[config.mk]
export PLATFORM = sky130hd
export DESIGN_NAME = matrix_arbiter
export DESIGN_NICKNAME = d
export VERILOG_FILES = /design/src/rtl/arb_pkg.sv /design/src/rtl/arb_reset_sync.sv /design/src/rtl/arb_order_matrix.sv /design/src/rtl/arb_grant_logic.sv /design/src/rtl/matrix_arbiter.sv
export SDC_FILE = /design/constraint.sdc
export NUM_CORES = 1
export LEC_CHECK = 0
export BUFFER_PORTS_ARGS = -buffer_cell sky130_fd_sc_hd__buf_2
export CORE_MARGIN = 3
export CORE_UTILIZATION = 33
export DETAILED_ROUTE_END_ITERATION = 7
export PLACE_DENSITY = 0.59
export SETUP_SLACK_MARGIN = 0.3
export SLEW_MARGIN = 25
export SYNTH_ARGS = -nofsm -noshare
export SYNTH_HDL_FRONTEND = slang
export SYNTH_SLANG_ARGS = --single-unit
[constraint.sdc]
create_clock -name clk -period 1.3 [get_ports clk]
set_input_delay 0.26 -clock clk [delete_from_list [all_inputs] [get_ports clk]]
set_output_delay 0.26 -clock clk [all_outputs]
set_load 0.01 [all_outputs]
[src/rtl/arb_pkg.sv]
package arb_pkg;
  // Flat position of pair (hi, lo) with hi < lo in the stored upper triangle
  function automatic int tri_pos(input int n, input int hi, input int lo);
    return hi * n - (hi * (hi + 1)) / 2 + (lo - hi - 1);
  endfunction
endpackage

[src/rtl/arb_reset_sync.sv]
module arb_reset_sync #(
  parameter int STAGES = 2
) (
  input  logic clk,
  input  logic rst_n,
  output logic rst_sync_n
);
  logic [STAGES-1:0] chain_q;
  logic [STAGES-1:0] chain_d;

  always_comb begin
    chain_d = {chain_q[STAGES-2:0], 1'b1};
  end

  always_ff @(posedge clk or negedge rst_n) begin
    if (!rst_n) chain_q <= '0;
    else        chain_q <= chain_d;
  end

  assign rst_sync_n = chain_q[STAGES-1];
endmodule

[src/rtl/arb_order_matrix.sv]
module arb_order_matrix
  import arb_pkg::*;
#(
  parameter int NREQ = 4
) (
  input  logic                 clk,
  input  logic                 rst_n,
  input  logic                 upd_en,
  input  logic [NREQ-1:0]      winner,
  output logic [NREQ*NREQ-1:0] outranks   // [a*NREQ+b] = a outranks b
);
  localparam int NPAIR = NREQ * (NREQ - 1) / 2;

  logic [NPAIR-1:0] pair_q;
  logic [NPAIR-1:0] pair_d;

  always_comb begin
    pair_d = pair_q;
    if (upd_en) begin
      for (int a = 0; a < NREQ; a++) begin
        for (int b = a + 1; b < NREQ; b++) begin
          if (winner[a])      pair_d[tri_pos(NREQ, a, b)] = 1'b0;
          else if (winner[b]) pair_d[tri_pos(NREQ, a, b)] = 1'b1;
        end
      end
    end
  end

  always_ff @(posedge clk or negedge rst_n) begin
    if (!rst_n)      pair_q <= '1;
    else if (upd_en) pair_q <= pair_d;
  end

  for (genvar a = 0; a < NREQ; a++) begin : g_row
    for (genvar b = 0; b < NREQ; b++) begin : g_col
      if (a < b) begin : g_up
        assign outranks[a*NREQ+b] = pair_q[tri_pos(NREQ, a, b)];
      end else if (a > b) begin : g_lo
        assign outranks[a*NREQ+b] = ~pair_q[tri_pos(NREQ, b, a)];
      end else begin : g_dg
        assign outranks[a*NREQ+b] = 1'b0;
      end
    end
  end
endmodule

[src/rtl/arb_grant_logic.sv]
module arb_grant_logic #(
  parameter int NREQ = 4
) (
  input  logic [NREQ-1:0]      req,
  input  logic [NREQ*NREQ-1:0] outranks,
  output logic [NREQ-1:0]      grant
);
  logic [NREQ-1:0] blocked;

  always_comb begin
    for (int v = 0; v < NREQ; v++) begin
      blocked[v] = 1'b0;
      for (int o = 0; o < NREQ; o++) begin
        if (req[o] && outranks[o*NREQ+v]) blocked[v] = 1'b1;
      end
    end
    grant = req & ~blocked;
  end
endmodule

[src/rtl/matrix_arbiter.sv]
module matrix_arbiter #(
  parameter int NREQ = 4
) (
  input  logic            clk,
  input  logic            rst_n,
  input  logic [NREQ-1:0] req,
  input  logic            advance,
  output logic [NREQ-1:0] grant
);
  logic                 rst_q;
  logic                 upd_en;
  logic [NREQ*NREQ-1:0] outranks;

  arb_reset_sync #(.STAGES(2)) u_rst (
    .clk        (clk),
    .rst_n      (rst_n),
    .rst_sync_n (rst_q)
  );

  arb_order_matrix #(.NREQ(NREQ)) u_mtx (
    .clk      (clk),
    .rst_n    (rst_q),
    .upd_en   (upd_en),
    .winner   (grant),
    .outranks (outranks)
  );

  arb_grant_logic #(.NREQ(NREQ)) u_gnt (
    .req      (req),
    .outranks (outranks),
    .grant    (grant)
  );

  assign upd_en = advance & (|grant);
endmodule

==> impl_results.md <==
* Clock Power Share at 0.100
* Die H at 42.7 µm
* Largest delay share family, worst path: flip-flops
* Register area at between 200 and 250 µm²
* Vias per cell at ~5.6
* Placer Congestion at between 0.7 and 0.8
* Switching pwr at about 0.59 mW
* H-tree Lvls at 1
* Largest net degree at the start of global routing at 11
* Ant. Diodes at 0
* Logic pwr share at 0.611
* Gr usage total at 0.144
* Routed wire length at 1.37 mm
* Core ar. at roughly 1200 µm²
* Slowest cell on crit path: dfstp_2
* Count of pins over their slew limit at 0
* Hold WS at 0.309 ns
* Max cap viols at 0
* Clock skew at around 0.0019 ns
* Tmin final at about 1.7 ns
* Fin crit share at 1.28
* Crit path DAT at approximately 1.4 ns
* Max Freq at around 0.6 GHz
* DRT iter0 DRCs at 6
* Starting Density at 0.374
* Register share of total power at 0.288
* Remaining DRCs at 0
* Drt wl/cell at ~16 µm
* Cell Area, Synth at 444 µm²
* Internal cell power at ~1.1 mW
* CP endpoint kind: output pin
* Clock sink count at 8
* Width of the die at 42.7 µm
* #FFs+latches synth at 8
* Total Neg Setup Slack at -1.08 ns
* Unrepaired setup endpoints after global routing: true
* Synth cell types at 18
* CTS tree: built
* Worst-Skew Late Latency at 0.24 ns
* Rows at 12
* Multi-input logic area at 365 µm²
* Worst vdd ir at slightly above 0.001 V
* Post-DRT Antenna Nets at 0
* HPWL after detailed placement at around 770 µm
* NumNets Final at between 70 and 80
* Via count at ~460
* Highest-count cells in the layout ignoring fill and taps: 9 x buf_4, 8 x buf_2, 8 x buf_6
* Status: finished with violations
* Final setup viols at 4
* Cell count after synthesis at a little over 40
* Vias in the first global route at between 400 and 500
* Ys Warns at 0
* CP Launch Type: flop
* Share of layout cells above drive strength 1 at 0.855
* Switch share at 0.340
* Clk slew on worst S/H paths at ~0.050 ns
* Mean Syn Cell Area at approximately 11 µm²
* Fin. Hold Viols at 0
* WP buf/inv at 1
* Violated checks: negative setup slack
* Hold crit path type: reg2async
* Crit path largest cell delay at around 0.53 ns
* Synthesized Nets at 48
* WP data required at 1.04 ns
* Leakage at ~0.35 nW
* Initial antenna violation count at 0
* Pre-antenna DRT Iters at 4
* I/O Pins at 11
* Max clock buf depth at 2
* Sequential cell area fraction in the yosys report at 0.468
* CTS root buf: clkbuf_4
* Pwr dens at about 2100 nW/µm²
* CP max FO at 2
* First-pass GRT wire length at between 1.5 and 2 mm
* Fillers at 91
* Commonest non-fill, non-tap cell in the layout: buf_4
* Final worst setup slack at -0.364 ns
* WS Path Type: reg2out
* GRT overflow at 0
* Area Growth Syn to Fin at 84.8%
* Full die area at 1820 µm²
* CP Cell Sequence: and2b_4 -> nor4b_4 -> buf_2
* Cts bufs inserted at 3
* Port buffer count at 10
stage by stage:
stage / total power [mW] / utilization / setup slack (ns) / area, µm² / instances
2_1_floorplan: 0.841 / - / -0.0121 / 469 / 41
3_3_place_gp: 1.09 / 0.494 / -0.0914 / 586 / 72
3_5_place_dp: 1.09 / 0.494 / -0.102 / 586 / 72
4_1_cts: 1.52 / 0.617 / -0.377 / 732 / 77
5_1_grt: 1.84 / 0.692 / -0.446 / 821 / 83
6_report: 1.74 / 0.692 / -0.364 / 821 / 83
sequential cells by signal, summed over array words and instances (netlist names):
| register | flops |
|---|---|
| u_rst.chain_q | 2 |
| u_mtx.pair_q | 6 |
power by group through the flow:
stage	sequential, mW	clock (mW)	combinational (mW)
after floorplan	0.479	0	0.362
after global placement	0.479	0	0.613
after detailed placement	0.479	0	0.610
after CTS	0.493	0.192	0.832
after global routing	0.515	0.191	1.14
final	0.502	0.175	1.06
Yosys cell counts:
library cell  count  area [µm²]
nand2b_1          3        18.8
and2b_2           1        8.76
a21oi_1           2        10.0
conb_1            1        3.75
and2_1            1        6.26
dfrtp_1           2        50.1
a31oi_1           5        31.3
and3_1            2        12.5
and2_2            1        7.51
buf_6             1        11.3
a41oi_1           5        43.8
nor4b_4           1        23.8
a22oi_1           1        7.51
and2b_4           2        20.0
nand2_1           5        18.8
dfstp_2           6         158
nor2_1            1        3.75
and4_1            1        8.76
worst reg2reg max path: stages (launching register included):
cell     delay [ns]
dfstp_2        0.53
and2b_4        0.19
nor4b_4        0.27
buf_4          0.16
a21oi_2        0.05
timing repair:
action | 4_1_cts | 5_1_grt
pin swaps | 6 | 6
setup endpoints to repair | 10 | 10
setup buffers | 1 | 6
endpoints found under the hold margin | 2 | 0
resized for setup | 21 | 7
hold buffers | 1 | 0
final timing paths:
kind / endpoint / depth (start not counted) / slack, ns / startpoint
setup reg to reg: u_mtx.pair_q[2]$_DFFE_PN1P_ / 4 / 0.01 / u_mtx.pair_q[1]$_DFFE_PN1P_
max in group asynchronous: u_rst.chain_q[0]$_DFF_PN0_ / 2 / 0.88 / rst_n
setup / recovery: grant[0] / 3 / -0.36 / u_mtx.pair_q[1]$_DFFE_PN1P_
min in group clk: u_rst.chain_q[1]$_DFF_PN0_ / 0 / 0.35 / u_rst.chain_q[0]$_DFF_PN0_
hold reg to reg: u_mtx.pair_q[1]$_DFFE_PN1P_ / 0 / 0.31 / u_rst.chain_q[1]$_DFF_PN0_
hold / removal: u_mtx.pair_q[1]$_DFFE_PN1P_ / 0 / 0.31 / u_rst.chain_q[1]$_DFF_PN0_
kinds of logic after synthesis:
group | synth area share
other | 0.00844
DFF | 0.468
and+or+nand+nor | 0.290
buffers and inverters | 0.0254
AOI/OAI and AO/OA | 0.208
cell type report:
cell class	count	share of cell area
Timing Repair Buffer	26	0.253
Clock buffer	3	0.0274
Multi-Input combinational cell	32	0.445
Tap cell	14	0.0213
Sequential cell	8	0.253
per-layer routing:
metal,wire (µm),track usage
met3,45,0.0169
met2,695,0.251
met5,0,0
met1,610,0.176
met4,15,0.0559
(Power assumes the default switching activity.)
